## config.mk

```make
export PLATFORM = sky130hd
export DESIGN_NAME = io_channel_proc
export DESIGN_NICKNAME = d
export VERILOG_FILES = /design/src/rtl/iochan_pkg.sv /design/src/rtl/iochan_ctrl.sv /design/src/rtl/iochan_dp.sv /design/src/rtl/iochan_devsel.sv /design/src/rtl/io_channel_proc.sv
export SDC_FILE = /design/constraint.sdc
export NUM_CORES = 1
export LEC_CHECK = 0
export ABC_AREA = 1
export BUFFER_PORTS_ARGS = -buffer_cell sky130_fd_sc_hd__buf_2
export CORE_MARGIN = 5
export CORE_UTILIZATION = 45
export DETAILED_ROUTE_END_ITERATION = 6
export HOLD_SLACK_MARGIN = 0.12
export PLACE_DENSITY = 0.83
export SYNTH_ARGS = -nofsm -noshare
export SYNTH_HDL_FRONTEND = slang
export SYNTH_SLANG_ARGS = --single-unit
```

## constraint.sdc

```tcl
create_clock -name clk -period 1.5 [get_ports clk]
set_clock_uncertainty 0.05 [all_clocks]
set_input_delay 0.15 -clock clk [delete_from_list [all_inputs] [get_ports clk]]
set_output_delay 0.15 -clock clk [all_outputs]
set_load 0.1 [all_outputs]
```

## src/rtl/iochan_pkg.sv

```systemverilog
package iochan_pkg;

    typedef enum logic [3:0] {
        S_IDLE,
        S_DESC_REQ,
        S_DESC_GAP,
        S_CHECK,
        S_DEV_WAIT,
        S_MEM_WR,
        S_MEM_RD,
        S_DEV_PUT,
        S_STEP,
        S_DONE
    } chan_state_e;

    localparam int          DESC_WORDS   = 4;
    localparam int          CMD_OP_W     = 2;
    localparam logic [1:0]  CMD_GO       = 2'b01;
    localparam int          DESC_DIR_BIT = 0;   // word 0: 1 = device to memory
    localparam int          OPT_HOLD_BIT = 0;   // word 3: 1 = fixed buffer address

endpackage

```

## src/rtl/iochan_ctrl.sv

```systemverilog
module iochan_ctrl
    import iochan_pkg::*;
(
    input  logic        clk,
    input  logic        rst_n,
    input  logic        start_ok,
    input  logic        dev_bad,
    input  logic        mem_gnt,
    input  logic        desc_done,
    input  logic        cnt_zero,
    input  logic        cnt_one,
    input  logic        dir_in,
    input  logic        sel_valid,
    input  logic        sel_ready,
    input  logic        irq_ack,
    output chan_state_e state,
    output logic        mem_req,
    output logic        mem_we,
    output logic        want_in,
    output logic        want_out,
    output logic        busy,
    output logic        irq
);

    chan_state_e nxt;

    always_ff @(posedge clk or negedge rst_n) begin
        if (!rst_n) state <= S_IDLE;
        else        state <= nxt;
    end

    always_comb begin
        nxt = state;
        unique case (state)
            S_IDLE:     if (start_ok) nxt = dev_bad ? S_DONE : S_DESC_REQ;
            S_DESC_REQ: if (mem_gnt) nxt = S_DESC_GAP;
            S_DESC_GAP: nxt = desc_done ? S_CHECK : S_DESC_REQ;
            S_CHECK: begin
                if (cnt_zero) nxt = S_DONE;
                else          nxt = dir_in ? S_DEV_WAIT : S_MEM_RD;
            end
            S_DEV_WAIT: if (sel_valid) nxt = S_MEM_WR;
            S_MEM_WR:   if (mem_gnt) nxt = S_STEP;
            S_MEM_RD:   if (mem_gnt) nxt = S_DEV_PUT;
            S_DEV_PUT:  if (sel_ready) nxt = S_STEP;
            S_STEP: begin
                if (cnt_one) nxt = S_DONE;
                else         nxt = dir_in ? S_DEV_WAIT : S_MEM_RD;
            end
            S_DONE:     if (irq_ack) nxt = S_IDLE;
            default:    nxt = S_IDLE;
        endcase
    end

    always_comb begin
        mem_req  = 1'b0;
        mem_we   = 1'b0;
        want_in  = 1'b0;
        want_out = 1'b0;
        irq      = 1'b0;
        busy     = (state != S_IDLE);
        unique case (state)
            S_DESC_REQ: mem_req = 1'b1;
            S_MEM_RD:   mem_req = 1'b1;
            S_MEM_WR: begin
                mem_req = 1'b1;
                mem_we  = 1'b1;
            end
            S_DEV_WAIT: want_in  = 1'b1;
            S_DEV_PUT:  want_out = 1'b1;
            S_DONE:     irq      = 1'b1;
            default: ;
        endcase
    end

endmodule

```

## src/rtl/iochan_dp.sv

```systemverilog
module iochan_dp
    import iochan_pkg::*;
#(
    parameter int DW    = 32,
    parameter int AW    = 16,
    parameter int CW    = 16,
    parameter int DEV_W = 2
) (
    input  logic             clk,
    input  logic             rst_n,
    input  chan_state_e      state,
    input  logic             start_ok,
    input  logic [DEV_W-1:0] cmd_dev,
    input  logic [AW-1:0]    cmd_ptr,
    input  logic             dev_bad,
    input  logic             mem_gnt,
    input  logic [DW-1:0]    mem_rdata,
    input  logic             sel_valid,
    input  logic [DW-1:0]    sel_word,
    output logic [DEV_W-1:0] dev_q,
    output logic             dir_q,
    output logic             cnt_zero,
    output logic             cnt_one,
    output logic             desc_done,
    output logic             err_q,
    output logic [DW-1:0]    word_q,
    output logic [AW-1:0]    mem_addr
);

    localparam int IDX_W = $clog2(DESC_WORDS + 1);

    logic [AW-1:0]    ptr_q;
    logic [AW-1:0]    buf_q;
    logic [CW-1:0]    cnt_q;
    logic [IDX_W-1:0] idx_q;
    logic             hold_q;

    always_ff @(posedge clk or negedge rst_n) begin
        if (!rst_n) begin
            dev_q  <= '0;
            ptr_q  <= '0;
            buf_q  <= '0;
            cnt_q  <= '0;
            idx_q  <= '0;
            dir_q  <= 1'b0;
            hold_q <= 1'b0;
            err_q  <= 1'b0;
            word_q <= '0;
        end else begin
            unique case (state)
                S_IDLE: begin
                    if (start_ok) begin
                        dev_q <= cmd_dev;
                        ptr_q <= cmd_ptr;
                        idx_q <= '0;
                        err_q <= dev_bad;
                    end
                end
                S_DESC_REQ: begin
                    if (mem_gnt) begin
                        ptr_q <= ptr_q + 1'b1;
                        idx_q <= idx_q + 1'b1;
                        case (idx_q)
                            IDX_W'(0): dir_q  <= mem_rdata[DESC_DIR_BIT];
                            IDX_W'(1): buf_q  <= mem_rdata[AW-1:0];
                            IDX_W'(2): cnt_q  <= mem_rdata[CW-1:0];
                            default:   hold_q <= mem_rdata[OPT_HOLD_BIT];
                        endcase
                    end
                end
                S_DEV_WAIT: if (sel_valid) word_q <= sel_word;
                S_MEM_RD:   if (mem_gnt) word_q <= mem_rdata;
                S_STEP: begin
                    cnt_q <= cnt_q - 1'b1;
                    if (!hold_q) buf_q <= buf_q + 1'b1;
                end
                default: ;
            endcase
        end
    end

    assign cnt_zero  = (cnt_q == '0);
    assign cnt_one   = (cnt_q == CW'(1));
    assign desc_done = (idx_q == IDX_W'(DESC_WORDS));
    assign mem_addr  = (state == S_DESC_REQ) ? ptr_q : buf_q;

endmodule

```

## src/rtl/iochan_devsel.sv

```systemverilog
module iochan_devsel #(
    parameter int NDEV  = 3,
    parameter int DW    = 32,
    parameter int DEV_W = 2
) (
    input  logic [DEV_W-1:0]   dev_sel,
    input  logic               want_in,
    input  logic               want_out,
    input  logic [NDEV*DW-1:0] dev_in_data,
    input  logic [NDEV-1:0]    dev_in_valid,
    input  logic [NDEV-1:0]    dev_out_ready,
    output logic [NDEV-1:0]    dev_in_ready,
    output logic [NDEV-1:0]    dev_out_valid,
    output logic               sel_valid,
    output logic               sel_ready,
    output logic [DW-1:0]      sel_word
);

    logic [NDEV-1:0] hit;

    for (genvar g = 0; g < NDEV; g++) begin : g_lane
        assign hit[g]           = (dev_sel == DEV_W'(g));
        assign dev_in_ready[g]  = want_in  & hit[g];
        assign dev_out_valid[g] = want_out & hit[g];
    end

    always_comb begin
        sel_word = '0;
        for (int i = 0; i < NDEV; i++) begin
            if (hit[i]) sel_word = dev_in_data[i*DW +: DW];
        end
    end

    assign sel_valid = |(hit & dev_in_valid);
    assign sel_ready = |(hit & dev_out_ready);

endmodule

```

## src/rtl/io_channel_proc.sv

```systemverilog
module io_channel_proc
    import iochan_pkg::*;
#(
    parameter int NDEV  = 3,
    parameter int DW    = 32,
    parameter int AW    = 16,
    parameter int CW    = 16,
    parameter int DEV_W = 2
) (
    input  logic               clk,
    input  logic               rst_n,
    input  logic               cmd_valid,
    input  logic [1:0]         cmd_op,
    input  logic [DEV_W-1:0]   cmd_dev,
    input  logic [AW-1:0]      cmd_ptr,
    output logic               busy,
    output logic               err,
    output logic               irq,
    input  logic               irq_ack,
    output logic               mem_req,
    output logic               mem_we,
    input  logic               mem_gnt,
    output logic [AW-1:0]      mem_addr,
    output logic [DW-1:0]      mem_wdata,
    input  logic [DW-1:0]      mem_rdata,
    input  logic [NDEV*DW-1:0] dev_in_data,
    input  logic [NDEV-1:0]    dev_in_valid,
    output logic [NDEV-1:0]    dev_in_ready,
    output logic [DW-1:0]      dev_out_data,
    output logic [NDEV-1:0]    dev_out_valid,
    input  logic [NDEV-1:0]    dev_out_ready
);

    chan_state_e      state;
    logic             start_ok, dev_bad;
    logic             desc_done, cnt_zero, cnt_one, dir_q;
    logic             want_in, want_out, sel_valid, sel_ready;
    logic [DEV_W-1:0] dev_q;
    logic [DW-1:0]    sel_word, word_q;

    assign start_ok = cmd_valid && (cmd_op == CMD_GO);
    assign dev_bad  = (int'(cmd_dev) >= NDEV);

    iochan_ctrl u_ctrl (
        .clk       (clk),
        .rst_n     (rst_n),
        .start_ok  (start_ok),
        .dev_bad   (dev_bad),
        .mem_gnt   (mem_gnt),
        .desc_done (desc_done),
        .cnt_zero  (cnt_zero),
        .cnt_one   (cnt_one),
        .dir_in    (dir_q),
        .sel_valid (sel_valid),
        .sel_ready (sel_ready),
        .irq_ack   (irq_ack),
        .state     (state),
        .mem_req   (mem_req),
        .mem_we    (mem_we),
        .want_in   (want_in),
        .want_out  (want_out),
        .busy      (busy),
        .irq       (irq)
    );

    iochan_dp #(.DW(DW), .AW(AW), .CW(CW), .DEV_W(DEV_W)) u_dp (
        .clk       (clk),
        .rst_n     (rst_n),
        .state     (state),
        .start_ok  (start_ok),
        .cmd_dev   (cmd_dev),
        .cmd_ptr   (cmd_ptr),
        .dev_bad   (dev_bad),
        .mem_gnt   (mem_gnt),
        .mem_rdata (mem_rdata),
        .sel_valid (sel_valid),
        .sel_word  (sel_word),
        .dev_q     (dev_q),
        .dir_q     (dir_q),
        .cnt_zero  (cnt_zero),
        .cnt_one   (cnt_one),
        .desc_done (desc_done),
        .err_q     (err),
        .word_q    (word_q),
        .mem_addr  (mem_addr)
    );

    iochan_devsel #(.NDEV(NDEV), .DW(DW), .DEV_W(DEV_W)) u_sel (
        .dev_sel       (dev_q),
        .want_in       (want_in),
        .want_out      (want_out),
        .dev_in_data   (dev_in_data),
        .dev_in_valid  (dev_in_valid),
        .dev_out_ready (dev_out_ready),
        .dev_in_ready  (dev_in_ready),
        .dev_out_valid (dev_out_valid),
        .sel_valid     (sel_valid),
        .sel_ready     (sel_ready),
        .sel_word      (sel_word)
    );

    assign mem_wdata    = word_q;
    assign dev_out_data = word_q;

endmodule

```

==> impl_metrics.yaml, run 1 <==
route:
  vias: 9268
  wire_per_inst_um: 20.3
  first_pass_iters: 6
  first_iter_violations: 1124
  vias_per_cell: 5.85
  drt.antenna.violating_nets: 0
  drc_errors: 0
  wirelength_um: 32200
yosys:
  yosys_warnings: 0
  ys_top_cells_by_area: "dfrtp_1 (35%), nand2_1 (20%), o21ai_0 (8.4%)"
  ys_top_cells_by_count: "nand2_1 (350), nor2_1 (116), o21ai_0 (110), dfrtp_1 (92), inv_1 (80)"
  post-synth-top-area-cell: "dfrtp_1"
  synth_flop_cell: "dfrtp_1"
  yosysSeqAreaShare_pct: 35.0
  synth_top_area_share_pct: 35.0
  synthDistinctLibCells: 37
  netlist_instances: 1011
  async_reset_ff_share_pct: 100
  syn_area_um2: 6580
  yosysMostFrequentCell: "nand2_1"
  syn_avg_cell_area_um2: 6.50
  ys_ff_latch: 92
  synth-edff-count: 0
  synth_fp_nets: 1179
floorplan:
  start_util_pct: 45.6
  pin_count: 250
  die_x_um: 131
  core_area_um2: 14400
  dieArea_um2: 17100
  rows: 44
  die_h_um: 131
critical_path:
  max_stage_delay_ns: 0.46
  critPathSlowestCell: "dfrtp_2"
  path_cells: "buf_4, nor2_4, buf_4, nand2_2, inv_2, buf_4, nand2_1, nand2_1, nor2_2, nand2_2, buf_4, nand2_1, nand2_1"
  crit_required_ns: 1.68
  crit_type: "reg -> reg"
  path_depth: 13
  path_max_fanout: 4
  ff2ff_path_depth: 13
  cp.arrival_ns: 2.12
  path_buf_inv: 5
  startpoint_type: "flop"
  cp_top_family: "buffers and inverters"
  crit_path_end_kind: "flop"
grt:
  antenna_found_initial: 1
  grt_pass1_vias: 8336
  grt_use_total_pct: 33.3
  grt-ovfl-total: 0
  grt_pass1_wl_um: 44200
  grt_max_degree: 40
placement:
  globalplace.congestion: 0.962
  dp_hpwl_um: 18800
  numPortBuffers: 249
timing:
  rsz0062_at_grt: "true"
  min_period_ns: 1.94
  setup_viol: 118
  setup_ws_ns: -0.440
  slew_violations: 0
  whs_ns: 0.0908
  slew_headroom_pct: 60.4
  timing.final.crit_share_pct: 129
  worst-slew-pin-transition_ns: 0.597
  fmax_mhz: 515
  final-hold-violation-count: 0
run_status:
  violations: "setup timing"
  status: "complete, but fails checks"
clock_network:
  cts_tree: "built"
  clk_latency_ns: 0.35
  clkSinkCount: 92
  htreeDepth: 3
  clk_pin_slew_ns: 0.07
  cts-root-buf: "clkbuf_16"
  cts_made_buffers: 9
  cts.path.max_buffers: 2
final_layout:
  drive_gt1_share_pct: 43.5
  layout.nets: 1562
  n_fill_cell: 874
  area_growth_pct: 70.4
hold_path:
  hp-class: "in -> reg"
  min_path_cells: 3
flow_run:
  maxCapViolCount: 0
==> worst min-delay path, cell delays in order <==
cell	delay, ns
buf_2	0.10
o21ai_1	0.08
o21ai_2	0.13
==> per-layer routing <==
layer	wire length, µm	vias up	global-route usage, %
met3	3560	225	6.87
met4	2170	0	14.6
met5	0	-	0
met1	11000	4260	39.7
li1	-	4019	-
met2	15400	764	58.1
==> cell type report <==
cell class	instances	area (µm²)	share of cell area (%)
multi-input cells	760	4250	37.9
repair buffers	443	3680	32.8
flip-flops and latches	92	2350	20.9
inverters	87	372	3.32
well taps	184	230	2.05
clock buffers	10	229	2.04
clock inverters	6	86.3	0.770
repair inverters	1	6.26	0.0558
diodes	1	2.50	0.0223
==> layout by cell type (no fill, tap or decap), drive strengths merged <==
cell,instances
a21oi,16
a22oi,1
a31oi,6
a32oi,1
and3,1
buf,395
bufbuf,1
bufinv,2
clkbuf,13
clkinv,3
clkinvlp,1
dfrtp,92
diode,1
dlygate4sd3,44
ha,9
inv,88
nand2,358
nand3,43
nand3b,3
nand4,41
nor2,125
nor3,6
o211ai,5
o21a,2
o21ai,132
o21bai,1
o221ai,1
o22ai,4
xnor2,1
xor2,4
==> logic make-up after synthesis <==
family / count (synthesis) / share of synthesized area (%)
AO/OA/AOI/OAI: 169 / 13.7
XOR/XNOR: 5 / 0.666
flip-flops: 92 / 35.0
buffers and inverters: 159 / 12.0
AND/OR/NAND/NOR: 577 / 36.9
adder cells (fa/ha/maj): 9 / 1.71
==> through the flow <==
step                      util, %  setup slack [ns]  std cells  instance area [µm²]  setup TNS (ns)
final                        77.7            -0.440       1584                11200          -32.35
after global routing         77.7            -0.553       1584                11200          -38.35
after CTS                    74.2            -0.342       1568                10700          -24.34
after detailed placement     63.7            -0.208       1472                 9190          -11.99
after global placement       63.7            -0.138       1472                 9190           -7.79
after floorplan                 -            -0.346       1011                 6980          -12.55
==> sequential cells by signal, summed over array words and instances, names as in the netlist <==
name / count
u_dp.ptr_q: 16
u_dp.cnt_q: 16
u_dp.err_q: 1
u_dp.idx_q: 3
u_dp.word_q: 32
u_ctrl.state: 4
u_dp.hold_q: 1
u_dp.dir_q: 1
u_dp.buf_q: 16
u_dp.dev_q: 2
==> path summary, 6_finish.rpt <==
path	start	to	slack, ns
min	mem_rdata[14]	u_dp.word_q[14]$_DFFE_PN0P_	0.09
min reg2reg	u_dp.err_q$_DFFE_PN0P_	u_dp.err_q$_DFFE_PN0P_	0.44
max	u_ctrl.state[1]$_DFFE_PN0P_	u_ctrl.state[1]$_DFFE_PN0P_	-0.44
max in group asynchronous	rst_n	u_dp.word_q[11]$_DFFE_PN0P_	0.66
max reg2reg	u_ctrl.state[1]$_DFFE_PN0P_	u_ctrl.state[1]$_DFFE_PN0P_	-0.44
min in group asynchronous	rst_n	u_dp.idx_q[0]$_DFFE_PN0P_	0.18
==> what timing repair did <==
action | in CTS | in global routing
buffers inserted | 29 | 12
gates cloned | 11 | 3
setup endpoints to repair | 114 | 118
hold endpoints to repair | 133 | 4
gates resized for setup | 100 | 138
hold buffers | 40 | 4
pin swaps | 32 | 22
Power of run 1 is not shown: default switching activity piles up to over one toggle a cycle in this logic, so the estimate is an artifact.
==> run 2: changes to the inputs <==
--- a/config.mk
+++ b/config.mk
@@ -5,13 +5,12 @@
 export SDC_FILE = /design/constraint.sdc
 export NUM_CORES = 1
 export LEC_CHECK = 0
-export ABC_AREA = 1
 export BUFFER_PORTS_ARGS = -buffer_cell sky130_fd_sc_hd__buf_2
 export CORE_MARGIN = 5
 export CORE_UTILIZATION = 45
 export DETAILED_ROUTE_END_ITERATION = 6
 export HOLD_SLACK_MARGIN = 0.12
-export PLACE_DENSITY = 0.83
+export PLACE_DENSITY = 0.84
 export SYNTH_ARGS = -nofsm -noshare
 export SYNTH_HDL_FRONTEND = slang
 export SYNTH_SLANG_ARGS = --single-unit
==> constraint.sdc (replaced) <==
create_clock -name clk -period 1.5 [get_ports clk]
set_clock_uncertainty 0.05 [all_clocks]
set_input_delay 0.3 -clock clk [delete_from_list [all_inputs] [get_ports clk]]
set_output_delay 0.3 -clock clk [all_outputs]
set_load 0.1 [all_outputs]
==> impl_metrics.yaml, run 2 <==
timing:
  fmax_mhz: 341
  final-hold-violation-count: 0
  rsz0062_at_grt: "true"
  timing.final.crit_share_pct: 195
  min_period_ns: 2.93
  slew_violations: 0
  fin_setup_tns_ns: -98.08
  setup_ws_ns: -1.43
  setup_viol: 126
  slew_headroom_pct: 45.1
  worst-slew-pin-transition_ns: 0.815
grt:
  gr-max-usage-layer: "met2"
  grt_pass1_wl_um: 46600
  grt_pass1_vias: 8576
  grt-ovfl-total: 0
  antenna_found_initial: 6
  use_met1_pct: 39.2
  gr-usage-met3_pct: 7.89
  grt_use_total_pct: 35.8
  grt_max_degree: 33
  grt_use_met2_pct: 64.2
placement:
  globalplace.congestion: 0.914
  dp_hpwl_um: 18600
  place_inst: 1252
  pre_cts_ws_ns: -0.534
  numPortBuffers: 249
yosys:
  syn_avg_cell_area_um2: 8.36
  yosys_warnings: 0
  async_reset_ff_share_pct: 100
  syn_area_um2: 6310
  ys_top_cells_by_area: "dfrtp_1 (36%), o21ai_0 (8.2%), nand2_1 (7.0%)"
  ys_ff_latch: 92
  synth_fp_nets: 923
  yosysSeqAreaShare_pct: 36.5
  synthDistinctLibCells: 62
  synth_top_area_share_pct: 36.5
  netlist_instances: 755
  post-synth-top-area-cell: "dfrtp_1"
  yosysMostFrequentCell: "nand2_1"
  synth-edff-count: 0
  synth_flop_cell: "dfrtp_1"
  ys_top_cells_by_count: "nand2_1 (117), o21ai_0 (103), dfrtp_1 (92), a21oi_1 (54), nor2_1 (44)"
critical_path:
  rr_endpoint: "u_dp.word_q[11]$_DFFE_PN0P_"
  cp.arrival_ns: 3.08
  crit_required_ns: 1.65
  r2r_slack_ns: -1.43
  startpoint_type: "flop"
  reg2reg_from: "u_ctrl.state[1]$_DFFE_PN0P_"
  ff2ff_path_depth: 12
  crit_path_end_kind: "flop"
  path_max_fanout: 14
  crit_type: "reg -> reg"
floorplan:
  pin_count: 250
  die_h_um: 128
  core_area_um2: 13800
  dieArea_um2: 16500
  start_util_pct: 45.7
  die_x_um: 128
  rows: 43
run_status:
  violations: "setup timing"
  status: "complete, but fails checks"
final_layout:
  drive_gt1_share_pct: 70.4
  area_growth_pct: 103
  mostFrequentLayoutCell: "buf_4"
  regMostFlops: "u_dp.word_q"
  final_cells: 1374
  largest_reg_flops: 32
  layout.nets: 1347
  final_cell_mix: "buf_4 (196), buf_2 (157), buf_12 (61)"
  n_fill_cell: 416
power_and_ir_drop:
  p_leak_nw: 5.59
  powerDensity_nw_per_um2: 2970
  ir_drop_mv: 2.23
hold_path:
  hold_end: "u_dp.ptr_q[0]$_DFFE_PN0P_"
  hp-class: "in -> reg"
  min_from: "cmd_ptr[0]"
  min_path_cells: 3
clock_network:
  cts_tree: "built"
  htreeDepth: 3
  cts.path.max_buffers: 2
  clkSinkCount: 92
  cts_made_buffers: 9
  clk_latency_ns: 0.38
  cts-root-buf: "clkbuf_16"
  clk_pin_slew_ns: 0.09
route:
  drc_errors: 0
  wirelength_um: 47500
  first_pass_iters: 7
  wire_per_inst_um: 34.6
  first_iter_violations: 1872
  drt.antenna.violating_nets: 0
  vias: 10300
  vias_per_cell: 7.52
flow_run:
  maxCapViolCount: 0
-- run 2: cell count changes in the layout (fill, tap and decap cells not counted), sizes merged, moves of 43 or more --
cell / previous run / this run
buf: 395 / 491
dlygate4sd3: 44 / 1
nor2: 125 / 45
inv: 88 / 15
a21oi: 16 / 61
nand2: 358 / 117
-- run 2: final cells by class --
class / count / area (µm²) / share of cell area [%]
Inverter: 15 / 58.8 / 0.459
Timing Repair Buffer: 497 / 4630 / 36.1
Antenna cell: 10 / 25.0 / 0.195
Sequential cell: 92 / 2350 / 18.3
Clock inverter: 6 / 96.3 / 0.751
Clock buffer: 10 / 239 / 1.86
Multi-Input combinational cell: 564 / 5200 / 40.5
Tap cell: 180 / 225 / 1.76
-- run 2: kinds of logic (layout without fill, tap and decap cells) --
family | Yosys count | after routing | share of synthesized area, %
fa+ha+maj | 9 | 9 | 1.78
mux | 39 | 39 | 6.90
other cells | 0 | 10 | 0
compound gates | 257 | 260 | 26.3
xor+xnor | 1 | 1 | 0.139
simple gates | 255 | 255 | 19.8
flops | 92 | 92 | 36.5
buf+inv | 102 | 528 | 8.64
-- run 2: worst max path at each step --
stage / slack (ns) / startpoint / cells after the start / to
detailed placement: -0.53 / u_ctrl.state[1]$_DFFE_PN0P_ / 5 / u_dp.ptr_q[9]$_DFFE_PN0P_
CTS: -0.81 / u_ctrl.state[2]$_DFFE_PN0P_ / 6 / mem_addr[14]
floorplan: -1.04 / u_ctrl.state[2]$_DFFE_PN0P_ / 7 / u_ctrl.state[1]$_DFFE_PN0P_
global placement: -0.44 / u_ctrl.state[1]$_DFFE_PN0P_ / 8 / u_dp.cnt_q[14]$_DFFE_PN0P_
finish: -1.43 / u_ctrl.state[1]$_DFFE_PN0P_ / 12 / u_dp.word_q[11]$_DFFE_PN0P_
global route: -1.35 / u_ctrl.state[2]$_DFFE_PN0P_ / 11 / u_dp.word_q[11]$_DFFE_PN0P_
-- run 2: metal layers --
metal / wire length, µm / share of wire [%] / vias up
met1: 14200 / 30 / 4673
met3: 6910 / 15 / 621
met4: 6070 / 13 / 14
met2: 20200 / 42 / 1391
li1: - / - / 3636
met5: 135 / 0.28 / -
-- run 2: repair_timing --
action                                 4_1_cts  5_1_grt
resized for setup                          230      226
cloned                                      16        4
pin swaps                                   55       82
setup endpoints to repair                  168      119
endpoints found under the hold margin       92        0
setup buffers                               48       47
hold buffers                                 1        0
-- run 2: critical path, cell delays in order (launching register included) --
cell and delay, ns:
dfrtp_1 0.45, buf_4 0.18, buf_12 0.15, nor4bb_4 0.18
clkbuf_16 0.16, buf_12 0.12, buf_8 0.13, buf_12 0.13
buf_12 0.12, buf_16 0.12, a221o_1 0.28, o21ai_1 0.38
o21ai_1 0.30
-- run 2: per-stage QoR --
step	util [%]	instance area (µm²)	power, mW	hold WS [ns]
after floorplan	-	7360	20.9	-0.0456
after global placement	72.4	10000	26.6	0.148
after detailed placement	72.4	10000	27.0	0.150
after CTS	85.0	11800	32.5	0.126
after global routing	92.7	12800	38.6	0.156
final	92.8	12800	38.1	0.143
-- run 2: report_power, final --
part	switching (mW)	internal [mW]	leakage [nW]
Combinational	18.9	11.0	4.37
Sequential	1.68	3.67	1.06
Clock	1.29	1.53	0.161
Total	21.9	16.2	5.59
Note: power is estimated with default switching activity, not from simulation.
==> run 3: changes to the inputs <==
--- a/config.mk
+++ b/config.mk
@@ -10,6 +10,7 @@
 export CORE_UTILIZATION = 45
 export DETAILED_ROUTE_END_ITERATION = 6
 export HOLD_SLACK_MARGIN = 0.12
+export MAX_ROUTING_LAYER = met4
 export PLACE_DENSITY = 0.84
 export SYNTH_ARGS = -nofsm -noshare
 export SYNTH_HDL_FRONTEND = slang
==> impl_metrics.yaml, run 3 (synthesis gave the netlist of run 2 again) <==
grt:
  grt_pass1_vias: 8856
  grt_pass1_wl_um: 48300
  grt_max_degree: 33
  grt-ovfl-total: 0
  antenna_found_initial: 1
  grt_use_total_pct: 38.4
route:
  maxUsedRoutingLayer: "met4"
  met1_length_um: 12000
  drc_errors: 24
  wire_per_inst_um: 27.9
  first_pass_iters: 7
  drt.antenna.violating_nets: 0
  wl_met2_um: 18400
  vias_per_cell: 6.71
  vias: 9053
  wirelength_um: 37600
  dr_wl_met3_um: 3970
  first_iter_violations: 1219
critical_path:
  r2r_slack_ns: -0.86
  path_max_fanout: 8
  crit_type: "reg -> out"
  cp.arrival_ns: 2.02
  startpoint_type: "flop"
  crit_path_end_kind: "primary output"
  crit_required_ns: 1.15
placement:
  numPortBuffers: 249
  globalplace.congestion: 0.928
  pre_cts_ws_ns: -0.518
  dp_hpwl_um: 19000
clock_network:
  cts-root-buf: "clkbuf_16"
  cts_tree: "built"
  cts.path.max_buffers: 2
  clk_latency_ns: 0.36
  cts_made_buffers: 9
  clkSinkCount: 92
  htreeDepth: 3
  clk_pin_slew_ns: 0.06
run_status:
  status: "complete, but fails checks"
  violations: "DRC, setup timing"
final_layout:
  largest_reg_flops: 32
  regMostFlops: "u_dp.word_q"
  final_cell_mix: "buf_4 (195), buf_2 (159), buf_12 (60)"
  mostFrequentLayoutCell: "buf_4"
  area_growth_pct: 98.2
  layout.nets: 1329
  drive_gt1_share_pct: 69.0
  n_fill_cell: 508
timing:
  min_period_ns: 2.37
  timing.final.crit_share_pct: 158
  final-hold-violation-count: 0
  slew_headroom_pct: 64.0
  worst-slew-pin-transition_ns: 0.540
  setup_viol: 118
  fmax_mhz: 423
  whs_ns: 0.143
  slew_violations: 0
  setup_ws_ns: -0.866
  rsz0062_at_grt: "true"
floorplan:
  die_h_um: 128
  dieArea_um2: 16500
  pin_count: 250
  start_util_pct: 45.7
  die_x_um: 128
  core_area_um2: 13800
  rows: 43
hold_path:
  hp-class: "in -> reg"
flow_run:
  maxCapViolCount: 0
## run 3: changes by cell type in the layout (fill, tap and decap cells not counted), sizes merged
cell      change
bufinv        -1
clkbuf        +2
clkinvlp      +1
diode         -7
buf          -20
## run 3: path summary, 6_finish.rpt
kind	start	endpoint	cells after the start
worst max-delay path	u_ctrl.state[2]$_DFFE_PN0P_	mem_addr[14]	8
worst min-delay path	cmd_ptr[0]	u_dp.ptr_q[0]$_DFFE_PN0P_	3
worst max register to register	u_ctrl.state[1]$_DFFE_PN0P_	u_dp.word_q[18]$_DFFE_PN0P_	11
worst min register to register	u_dp.word_q[4]$_DFFE_PN0P_	u_dp.word_q[4]$_DFFE_PN0P_	2
max in group asynchronous	rst_n	u_dp.word_q[22]$_DFFE_PN0P_	3
min in group asynchronous	rst_n	u_dp.buf_q[15]$_DFFE_PN0P_	2
## run 3: timing repair
| action | CTS | global route |
|---|---|---|
| hold buffers | 1 | 0 |
| endpoints found under the setup margin | 162 | 121 |
| resized for setup | 232 | 154 |
| cloned | 14 | 3 |
| pin swaps | 49 | 61 |
| buffers inserted | 39 | 23 |
| hold endpoints to repair | 22 | 0 |
## run 3: per-layer routing
metal | vias to the layer above | global-route usage, %
met5 | - | -
met4 | 0 | 22.7
met3 | 331 | 8.88
met2 | 862 | 66.6
met1 | 4269 | 39.5
li1 | 3591 | -
## run 3: cell type report
cell class / count / area [µm²] / area share, %
Sequential cell: 92 / 2350 / 18.7
Tap cell: 180 / 225 / 1.80
Inverter: 15 / 58.8 / 0.470
Timing Repair Buffer: 479 / 4440 / 35.4
Antenna cell: 3 / 7.51 / 0.0600
Multi-Input combinational cell: 564 / 5130 / 41.0
Clock buffer: 10 / 239 / 1.91
Clock inverter: 6 / 71.3 / 0.570
## run 3: critical path, cell delays in order, from the launching register on
cell and delay, ns:
dfrtp_1 0.44, buf_6 0.16, nor4b_4 0.25, buf_4 0.18, buf_12 0.14, buf_12 0.16
nand2_4 0.07, nand2_8 0.08, buf_12 0.16
## run 3: metrics by stage
stage | instances | setup TNS (ns) | utilization (%) | instance area (µm²)
after floorplan | 755 | -41.99 | - | 7360
after global placement | 1254 | -40.49 | 72.6 | 10000
after detailed placement | 1254 | -45.19 | 72.6 | 10000
after CTS | 1323 | -70.68 | 84.0 | 11600
after global routing | 1349 | -91.09 | 90.5 | 12500
final | 1349 | -86.43 | 90.5 | 12500
Power of run 3 is left out for the same reason.
